File: src/rtl/ilrg_pkg.sv
package ilrg_pkg;
  typedef enum logic {
    FLD_EVEN = 1'b0,
    FLD_ODD  = 1'b1
  } field_e;

  // Field that follows the current one at a boundary
  function automatic field_e next_field(input field_e cur, input logic ilace);
    if (!ilace) return FLD_EVEN;
    return (cur == FLD_EVEN) ? FLD_ODD : FLD_EVEN;
  endfunction
endpackage

File: src/rtl/ilrg_field_sel.sv
module ilrg_field_sel #(
  parameter int HW = 12,
  parameter int VW = 11
) (
  input  logic [VW-1:0] v_sync_beg,
  input  logic [VW-1:0] v_sync_end,
  input  logic [VW-1:0] v_total,
  input  logic [HW-1:0] h_sync_beg,
  input  logic [HW-1:0] h_total,
  output logic [VW-1:0] ev_vsb,
  output logic [VW-1:0] ev_vse,
  output logic [VW-1:0] ev_vtot,
  output logic [VW-1:0] od_vsb,
  output logic [VW-1:0] od_vse,
  output logic [VW-1:0] od_vtot,
  output logic [HW-1:0] ev_vhp,
  output logic [HW-1:0] od_vhp
);
  localparam logic [VW-1:0] ONE_LINE = VW'(1);

  always_comb begin
    ev_vsb  = v_sync_beg;
    ev_vse  = v_sync_end;
    ev_vtot = v_total;
    // odd field: extra line before sync, same gap after sync
    od_vsb  = v_sync_beg + ONE_LINE;
    od_vse  = v_sync_end + ONE_LINE;
    od_vtot = v_total + ONE_LINE;
    ev_vhp  = h_sync_beg;
    od_vhp  = h_sync_beg - (h_total >> 1);
  end
endmodule

File: src/rtl/ilrg_counters.sv
module ilrg_counters
  import ilrg_pkg::*;
#(
  parameter int HW = 12,
  parameter int VW = 11
) (
  input  logic          clk,
  input  logic          rst,
  input  logic          interlace_en,
  input  logic [HW-1:0] h_total,
  input  logic [VW-1:0] ev_vsb,
  input  logic [VW-1:0] ev_vse,
  input  logic [VW-1:0] ev_vtot,
  input  logic [VW-1:0] od_vsb,
  input  logic [VW-1:0] od_vse,
  input  logic [VW-1:0] od_vtot,
  output logic [HW-1:0] x_q,
  output logic [VW-1:0] y_q,
  output field_e        field_q,
  output logic [VW-1:0] cur_vsb,
  output logic [VW-1:0] cur_vse,
  output logic [VW-1:0] cur_vtot
);
  logic   line_end;
  logic   field_end;
  field_e nf;

  always_comb begin
    line_end  = (x_q == h_total - HW'(1));
    field_end = line_end && (y_q == cur_vtot - VW'(1));
    nf        = next_field(field_q, interlace_en);
  end

  always_ff @(posedge clk) begin
    if (rst) begin
      x_q      <= '0;
      y_q      <= '0;
      field_q  <= FLD_EVEN;
      cur_vsb  <= ev_vsb;
      cur_vse  <= ev_vse;
      cur_vtot <= ev_vtot;
    end else if (line_end) begin
      x_q <= '0;
      if (field_end) begin
        y_q     <= '0;
        field_q <= nf;
        // vertical set is captured only here
        if (nf == FLD_ODD) begin
          cur_vsb  <= od_vsb;
          cur_vse  <= od_vse;
          cur_vtot <= od_vtot;
        end else begin
          cur_vsb  <= ev_vsb;
          cur_vse  <= ev_vse;
          cur_vtot <= ev_vtot;
        end
      end else begin
        y_q <= y_q + VW'(1);
      end
    end else begin
      x_q <= x_q + HW'(1);
    end
  end
endmodule

File: src/rtl/ilrg_out_stage.sv
module ilrg_out_stage
  import ilrg_pkg::*;
#(
  parameter int HW = 12,
  parameter int VW = 11
) (
  input  logic          clk,
  input  logic          rst,
  input  logic [HW-1:0] x_q,
  input  logic [VW-1:0] y_q,
  input  field_e        field_q,
  input  logic [VW-1:0] cur_vsb,
  input  logic [VW-1:0] cur_vse,
  input  logic [HW-1:0] ev_vhp,
  input  logic [HW-1:0] od_vhp,
  input  logic [HW-1:0] h_active,
  input  logic [HW-1:0] h_sync_beg,
  input  logic [HW-1:0] h_sync_end,
  input  logic [VW-1:0] v_active,
  input  logic          inv_hsync,
  input  logic          inv_vsync,
  input  logic          inv_csync,
  output logic          hsync_o,
  output logic          vsync_o,
  output logic          csync_o,
  output logic          de_o,
  output logic          frame_start_o,
  output logic          field_o,
  output logic [HW-1:0] pix_x_o,
  output logic [VW-1:0] line_y_o
);
  logic [HW-1:0] vhp;
  logic          hs_act, vs_act, past_beg, before_end, de_nx;

  always_comb begin
    vhp        = (field_q == FLD_ODD) ? od_vhp : ev_vhp;
    hs_act     = (x_q >= h_sync_beg) && (x_q < h_sync_end);
    past_beg   = (y_q > cur_vsb) || ((y_q == cur_vsb) && (x_q >= vhp));
    before_end = (y_q < cur_vse) || ((y_q == cur_vse) && (x_q < vhp));
    vs_act     = past_beg && before_end;
    de_nx      = (x_q < h_active) && (y_q < v_active);
  end

  always_ff @(posedge clk) begin
    if (rst) begin
      hsync_o       <= inv_hsync;
      vsync_o       <= inv_vsync;
      csync_o       <= inv_csync;
      de_o          <= 1'b0;
      frame_start_o <= 1'b0;
      field_o       <= 1'b0;
      pix_x_o       <= '0;
      line_y_o      <= '0;
    end else begin
      hsync_o       <= hs_act ^ inv_hsync;
      vsync_o       <= vs_act ^ inv_vsync;
      csync_o       <= (hs_act | vs_act) ^ inv_csync;
      de_o          <= de_nx;
      frame_start_o <= (x_q == '0) && (y_q == '0);
      field_o       <= (field_q == FLD_ODD);
      pix_x_o       <= x_q;
      line_y_o      <= y_q;
    end
  end
endmodule

File: src/rtl/ilace_raster_gen.sv
module ilace_raster_gen
  import ilrg_pkg::*;
#(
  parameter int HW = 12,
  parameter int VW = 11
) (
  input  logic          clk,
  input  logic          rst,
  input  logic          interlace_en,
  input  logic [HW-1:0] h_active,
  input  logic [HW-1:0] h_sync_beg,
  input  logic [HW-1:0] h_sync_end,
  input  logic [HW-1:0] h_total,
  input  logic [VW-1:0] v_active,
  input  logic [VW-1:0] v_sync_beg,
  input  logic [VW-1:0] v_sync_end,
  input  logic [VW-1:0] v_total,
  input  logic          inv_hsync,
  input  logic          inv_vsync,
  input  logic          inv_csync,
  output logic          hsync_o,
  output logic          vsync_o,
  output logic          csync_o,
  output logic          de_o,
  output logic          frame_start_o,
  output logic          field_o,
  output logic [HW-1:0] pix_x_o,
  output logic [VW-1:0] line_y_o
);
  logic [VW-1:0] ev_vsb, ev_vse, ev_vtot, od_vsb, od_vse, od_vtot;
  logic [HW-1:0] ev_vhp, od_vhp;
  logic [HW-1:0] x_q;
  logic [VW-1:0] y_q;
  field_e        field_q;
  logic [VW-1:0] cur_vsb, cur_vse, cur_vtot;

  ilrg_field_sel #(.HW(HW), .VW(VW)) sel_i (
    .v_sync_beg(v_sync_beg), .v_sync_end(v_sync_end), .v_total(v_total),
    .h_sync_beg(h_sync_beg), .h_total(h_total),
    .ev_vsb(ev_vsb), .ev_vse(ev_vse), .ev_vtot(ev_vtot),
    .od_vsb(od_vsb), .od_vse(od_vse), .od_vtot(od_vtot),
    .ev_vhp(ev_vhp), .od_vhp(od_vhp)
  );

  ilrg_counters #(.HW(HW), .VW(VW)) cnt_i (
    .clk(clk), .rst(rst), .interlace_en(interlace_en), .h_total(h_total),
    .ev_vsb(ev_vsb), .ev_vse(ev_vse), .ev_vtot(ev_vtot),
    .od_vsb(od_vsb), .od_vse(od_vse), .od_vtot(od_vtot),
    .x_q(x_q), .y_q(y_q), .field_q(field_q),
    .cur_vsb(cur_vsb), .cur_vse(cur_vse), .cur_vtot(cur_vtot)
  );

  ilrg_out_stage #(.HW(HW), .VW(VW)) out_i (
    .clk(clk), .rst(rst), .x_q(x_q), .y_q(y_q), .field_q(field_q),
    .cur_vsb(cur_vsb), .cur_vse(cur_vse), .ev_vhp(ev_vhp), .od_vhp(od_vhp),
    .h_active(h_active), .h_sync_beg(h_sync_beg), .h_sync_end(h_sync_end),
    .v_active(v_active), .inv_hsync(inv_hsync), .inv_vsync(inv_vsync),
    .inv_csync(inv_csync), .hsync_o(hsync_o), .vsync_o(vsync_o),
    .csync_o(csync_o), .de_o(de_o), .frame_start_o(frame_start_o),
    .field_o(field_o), .pix_x_o(pix_x_o), .line_y_o(line_y_o)
  );
endmodule

File: config.mk
export PLATFORM = sky130hd
export DESIGN_NAME = ilace_raster_gen
export DESIGN_NICKNAME = d
export VERILOG_FILES = /design/src/rtl/ilrg_pkg.sv /design/src/rtl/ilrg_field_sel.sv /design/src/rtl/ilrg_counters.sv /design/src/rtl/ilrg_out_stage.sv /design/src/rtl/ilace_raster_gen.sv
export SDC_FILE = /design/constraint.sdc
export NUM_CORES = 1
export LEC_CHECK = 0
export BUFFER_PORTS_ARGS = -buffer_cell sky130_fd_sc_hd__buf_2
export CAP_MARGIN = 20
export CORE_ASPECT_RATIO = 0.6
export CORE_MARGIN = 5
export CORE_UTILIZATION = 45
export DETAILED_ROUTE_END_ITERATION = 8
export PLACE_DENSITY = 0.67
export SLEW_MARGIN = 5
export SYNTH_ARGS = -nofsm -noshare
export SYNTH_HDL_FRONTEND = slang
export SYNTH_SLANG_ARGS = --single-unit
export TNS_END_PERCENT = 5
File: constraint.sdc
create_clock -name clk -period 7.8 [get_ports clk]
set_clock_uncertainty 0.05 [all_clocks]
set_input_delay 1.17 -clock clk [delete_from_list [all_inputs] [get_ports clk]]
set_output_delay 1.17 -clock clk [all_outputs]
set_load 0.05 [all_outputs]
==> results.ini, run 1 <==
[status]
outcome = finished, final reports clean

[critical_path]
path_max_fanout = 6
end_kind = flip-flop
reg2reg_depth = 8
reg2reg_slack_ns = 4.16
arrival_ns = 5.17
reg2reg_from = cnt_i.x_q[11]
worstReg2RegEnd = cnt_i.y_q[5]
required_ns = 8.02
path_class = primary input to flip-flop
startpoint_type = primary input

[global_route]
grt_pass1_wl_um = 28700
grt_overflow = 0
antenna_found_initial = 1
track_usage_pct = 20.3
grt_pass1_vias = 5412
grt_max_degree = 50

[drt]
wl_um = 18100
first_iter_violations = 403
ant_nets = 0
drc_errors = 0
vias = 5801
drtPass1Iterations = 5
via_per_inst = 5.28
wl_per_cell_um = 16.5

[min_path]
worstHoldPathType = flip-flop to flip-flop
hold_depth = 1
whs_endpoint = cnt_i.x_q[0]
hold_start = cnt_i.x_q[0]

[power]
power_uw = 1160
power_density_nw_per_um2 = 146
vdd_drop_max_mv = 0.106
leakage_uw = 0.00374

[cells_and_area]
layout.nets = 1091
most-common-layout-cells = buf_2, ha_1, inv_1
areaGrowthSynthToFinish_pct = 17.1
drive_above_1_share_pct = 18.8
final_common_cell = buf_2
fill_cells = 1368
fin_util_pct = 54.3
design_area_um2 = 7920

[sta]
postLayoutSetupSlackWorst_ns = 2.85
setup_viol = 0
tightestPinTransition_ns = 0.950
max_freq_mhz = 202
hold_violations = 0
fin_crit_ns = 4.95
rsz0062_at_grt = no
slew_viol_final = 0
finalCritPeriodShare_pct = 63.5
fin_tns_setup_ns = 0
relSlewSlack_pct = 36.7

[clocking]
clk_path_buf_depth = 2
hold_buffers = 0
ctsResizeCount = 0
worstSkewPairLatency_ns = 0.34
post_cts_buffers = 0
cts_tree = done
htree_levels = 3
cts_root_buffer = clkbuf_16
cts.sinks = 86
cts_inserted_buffers = 9
path_clk_slew_ns = 0.07

[die]
die_h_um = 105
rows = 34
coreArea_um2 = 14600
start_util_pct = 46.3
fp.dieW_um = 168
io_pins = 127
die_area_um2 = 17700

[synthesis]
synth_top_family_by_area = simple AND/OR/NAND/NOR gates
ys_ff_latch = 86
synthAdderAreaFrac_pct = 18.4
synthCells = 774
syn_area_per_cell_um2 = 8.74
syn_area_um2 = 6760
synthesis.nets = 971
async_flop_share_pct = 0
synth_top_area_share_pct = 18.1
synth_ff_type = dfxtp_1
synth-seq-area-share_pct = 30.3
synth-xor-area-share_pct = 9.97
yosysTopAreaCell = ha_1
synthMuxAreaShare_pct = 1.61
yosys.cell_types.count = 65
synth.area.top_cells = ha_1, dfxtp_1, edfxtp_1
synth_compound_area_share_pct = 12.6
synth_edf_count = 33
yosysWarnings = 0
yosys.area_share.simple_pct = 20.6

[placed_design]
placed_area_um2 = 7580
dp_hpwl_um = 14300
gp_congestion = 0.911
pre_cts_ws_ns = 2.59
port_buffers = 126

[flow_run]
timing.max_cap.violations = 0

==> metal layers <==
layer / routed length, um / GRT usage [%]
met5: 0 / 0
met4: 199 / 3.65
met3: 1370 / 4.72
met2: 6630 / 25.8
met1: 9870 / 33.8
==> metrics by stage <==
| step | hold WS (ns) | std cells |
|---|---|---|
| 2_1_floorplan | 0.462 | 774 |
| 3_3_place_gp | 0.555 | 1081 |
| 3_5_place_dp | 0.584 | 1081 |
| 4_1_cts | 0.598 | 1097 |
| 5_1_grt | 0.656 | 1098 |
| 6_report | 0.602 | 1098 |
==> cell families after synthesis <==
kind of cell             Yosys count
AND/OR/NAND/NOR                  257
AO/OA/AOI/OAI                    131
buffers and inverters            114
adder cells (fa/ha/maj)           99
flip-flops                        86
XOR/XNOR                          77
multiplexers                      10
==> critical path, cell delays in order <==
cell and delay, ns:
buf_2 0.14, inv_1 0.11, ha_1 0.27, nor2b_1 0.13
o21ai_0 0.21, a21boi_0 0.18, nor4_1 0.32, o311ai_0 0.29
a21o_1 0.25, a211o_1 0.30, xnor2_1 0.17, ha_1 0.26
and4_1 0.21, nand4_1 0.11, a21oi_1 0.06, nor2_1 0.09
nand3_1 0.10, o41a_1 0.40, o21ai_0 0.22, xor2_1 0.17
==> flip-flops by register name (all words and copies together), names as in the netlist, 11 cells and up <==
name and count:
cnt_i.cur_vse 11, cnt_i.y_q 11, cnt_i.cur_vtot 11, cnt_i.x_q 12, out_i.pix_x_o 12, cnt_i.cur_vsb 11, out_i.line_y_o 11
==> report_power, final <==
group	total (uW)	switching, uW	internal, uW
Clock	472	182	289
Sequential	497	12.9	484
Combinational	189	107	81.6
Total	1160	302	855
==> worst max path at each step <==
stage          cells past startpoint  startpoint  slack (ns)       endpoint
2_1_floorplan                     19  h_total[2]        3.19  out_i.csync_o
3_3_place_gp                      20  h_total[2]        2.69  out_i.csync_o
3_5_place_dp                      20  h_total[2]        2.59  out_i.csync_o
4_1_cts                           20  h_total[2]        2.89  out_i.csync_o
5_1_grt                           20  h_total[2]        2.50  out_i.csync_o
6_report                          20  h_total[2]        2.85  out_i.csync_o
==> cell usage after synthesis, types with 13 or more instances <==
library cell / n
clkbuf_1: 17
nor3_1: 15
inv_1: 93
nor2_1: 58
xnor2_1: 48
a21o_1: 13
and3_1: 13
dfxtp_1: 53
nand4_1: 25
nand3_1: 22
a21oi_1: 38
nand2_1: 37
edfxtp_1: 33
nor2b_1: 30
xor2_1: 29
ha_1: 98
o21ai_0: 38
==> final cells by class <==
cell class / instances / area, um^2 / share of cell area [%]
Clock inverter: 5 / 61.3 / 0.774
Tap cell: 198 / 248 / 3.13
Inverter: 94 / 353 / 4.46
Antenna cell: 1 / 2.50 / 0.0316
Sequential cell: 86 / 2050 / 25.9
Multi-Input combinational cell: 574 / 4270 / 54.0
Clock buffer: 11 / 275 / 3.48
Timing Repair Buffer: 129 / 653 / 8.25
(Power assumes the default switching activity.)
==> run 2: changes to the inputs <==
- ABC_AREA: default -> 1
- PLACE_DENSITY: 0.67 -> 0.69
- clock period: 7.8 -> 4.05 ns (I/O delays scaled with it)
==> run 2 against run 1 <==
Compared with the run above:
- count of clock-buffer cells in the layout is 2 lower
- register-to-register slack got worse by 2.9 ns
- clock power increased by 69%
- first-iteration DRC count rose by 66%
- highest routed layer unchanged
- synthesized area rose by 13%
- combinational power increased by 130%
- hold slack got worse by 0.21 ns
- sequential share of layout area shrank 2.5 points
- via count rose by 26%
- flip-flop and latch count unchanged
- non-clock buffer count up 2
==> results.ini, run 2 <==
[status]
outcome = finished, final reports clean

[die]
start_util_pct = 46.4  ; +0.067 points
rows = 36  ; +5.9%
io_pins = 127  ; unchanged
die_h_um = 111  ; +5.5%
die_area_um2 = 19700  ; +12%
coreArea_um2 = 16400  ; +12%
fp.dieW_um = 178  ; +5.7%

[critical_path]
path_class = primary input to flip-flop
startpoint_type = primary input
arrival_ns = 3.76  ; -1.41 ns
reg2reg_slack_ns = 1.29  ; -2.87 ns
path_max_fanout = 6  ; unchanged
required_ns = 4.25  ; -3.77 ns
reg2reg_from = cnt_i.cur_vtot[0]
startpoint = h_total[3]
end_kind = flip-flop

[synthesis]
synth_ff_type = dfxtp_1
yosysWarnings = 0  ; unchanged
synth_edf_count = 33  ; unchanged
synth_most_common_cell = nand2_1
syn_area_per_cell_um2 = 7.03  ; -20%
async_flop_share_pct = 0  ; unchanged
synthesis.nets = 1279  ; +32%
synth_top_area_share_pct = 16.1  ; -2.0 points
synth.top_cells.by_count = nand2_1, inv_1, nor2_1
synth.area.top_cells = ha_1, dfxtp_1, edfxtp_1
syn_area_um2 = 7610  ; +13%
ys_ff_latch = 86  ; unchanged
synth-seq-area-share_pct = 27.0  ; -3.4 points
yosys.cell_types.count = 48  ; -26%
yosysTopAreaCell = ha_1
synthCells = 1082  ; +40%

[drt]
wl_um = 21400  ; +18%
first_iter_violations = 667  ; +66%
ant_nets = 0  ; unchanged
drc_errors = 0  ; unchanged
drtPass1Iterations = 5  ; unchanged
via_per_inst = 5.05  ; -4.4%
wl_per_cell_um = 14.8  ; -10%
vias = 7293  ; +26%

[clocking]
hold_buffers = 0  ; unchanged
clk_path_buf_depth = 2  ; unchanged
cts_inserted_buffers = 9  ; unchanged
ctsResizeCount = 0  ; unchanged
cts_tree = done
worstSkewPairLatency_ns = 0.35  ; about the same
cts_root_buffer = clkbuf_16
htree_levels = 3  ; unchanged
post_cts_buffers = 0  ; unchanged
cts.sinks = 86  ; unchanged
path_clk_slew_ns = 0.07  ; about the same

[placed_design]
dp_hpwl_um = 17400  ; +22%
port_buffers = 126  ; unchanged
gp_congestion = 0.958  ; +5.1%
pre_cts_ws_ns = 0.207  ; -2.38 ns

[sta]
fin_tns_setup_ns = 0  ; unchanged
finalCritPeriodShare_pct = 87.9
tightestPinTransition_ns = 0.837  ; -0.113 ns
slew_viol_final = 0  ; unchanged
hold_violations = 0  ; unchanged
relSlewSlack_pct = 43.6  ; +6.9 points
rsz0062_at_grt = no
max_freq_mhz = 281
fin_crit_ns = 3.56
setup_viol = 0  ; unchanged
postLayoutSetupSlackWorst_ns = 0.491  ; -2.36 ns

[cells_and_area]
most-common-layout-cells = nand2_1, inv_1, buf_2
top_regs = cnt_i.x_q (12), out_i.pix_x_o (12)
n_antenna_cell = 0  ; -1
areaGrowthSynthToFinish_pct = 15.4
drive_above_1_share_pct = 15.7  ; -3.1 points
layout.nets = 1408  ; +29%
fill_cells = 1694  ; +24%
final_common_cell = nand2_1
fin_util_pct = 53.6  ; -0.71 points

[power]
leakage_uw = 0.00460  ; +23%
vdd_drop_max_mv = 0.220  ; +110%
power_density_nw_per_um2 = 249  ; +70%

[global_route]
grt_max_degree = 39  ; -22%
antenna_found_initial = 0  ; -1
grt_pass1_vias = 6558  ; +21%
track_usage_pct = 21.8  ; +1.5 points
grt_pass1_wl_um = 34100  ; +19%
grt_overflow = 0  ; unchanged

[min_path]
worstHoldPathType = primary input to flip-flop
hold_start = inv_hsync

[flow_run]
timing.max_cap.violations = 0  ; unchanged

-- run 2: worst max-delay path, stage by stage --
cell and delay [ns]:
buf_2 0.16, inv_1 0.10, ha_1 0.35, a21oi_1 0.16, nand2_1 0.14, a21boi_0 0.30, o21ai_0 0.21, xor2_1 0.18
o21ai_0 0.19, ha_1 0.29, a21oi_1 0.15, o21ai_0 0.10, nand2_1 0.06, and2_0 0.25, nand3_1 0.10, nand2_1 0.07
nand3b_1 0.15, nand3_1 0.12, nand2_1 0.06
-- run 2: path summary, 6_finish.rpt --
check / depth (start not counted) / endpoint
worst max-delay path: 19 / out_i.csync_o
worst min-delay path: 2 / out_i.hsync_o
worst max register to register: 13 / cnt_i.cur_vsb[9]
worst min register to register: 1 / cnt_i.x_q[0]
-- run 2: logic make-up (layout without fill, tap and decap cells) --
logic type               Yosys count  after routing  synth area share (%)
AO/OA/AOI/OAI                    113            113                  8.07
XOR/XNOR                          59             59                  6.79
adder cells (fa/ha/maj)           99             99                  16.4
buffers and inverters            195            329                  9.80
flip-flops                        86             86                  27.0
multiplexers                       2              2                 0.296
AND/OR/NAND/NOR                  528            528                  31.7
-- run 2: cell type report --
cell class                      instances  area [um^2]  area share, %
Clock inverter                          7         56.3          0.641
Tap cell                              228          285           3.25
Timing Repair Buffer                  131          668           7.61
Inverter                              182          683           7.78
Sequential cell                        86         2050           23.4
Clock buffer                            9          225           2.56
Multi-Input combinational cell        801         4810           54.8
-- run 2: where the power goes --
part / total, uW / internal (uW) / switching [uW]
registers: 948 / 930 / 18.0
logic: 436 / 161 / 275
clock network: 798 / 423 / 375
-- run 2: layer usage --
| metal | GRT usage, % | vias to the layer above | part of all wire (%) |
|---|---|---|---|
| met5 | 0 | - | 0 |
| met4 | 3.50 | 0 | 0.67 |
| met3 | 4.77 | 14 | 11 |
| met2 | 27.6 | 302 | 36 |
| met1 | 36.6 | 3186 | 53 |
| li1 | - | 3791 | - |
-- run 2: metrics by stage --
step           cell area, um^2  cells  power, uW  hold WS, ns
6_report                  8780   1444       2180        0.389
5_1_grt                   8780   1444       2300        0.400
4_1_cts                   8780   1444       2190        0.384
3_5_place_dp              8500   1428       1400        0.432
3_3_place_gp              8500   1428       1390        0.418
2_1_floorplan             7610   1082       1250        0.401
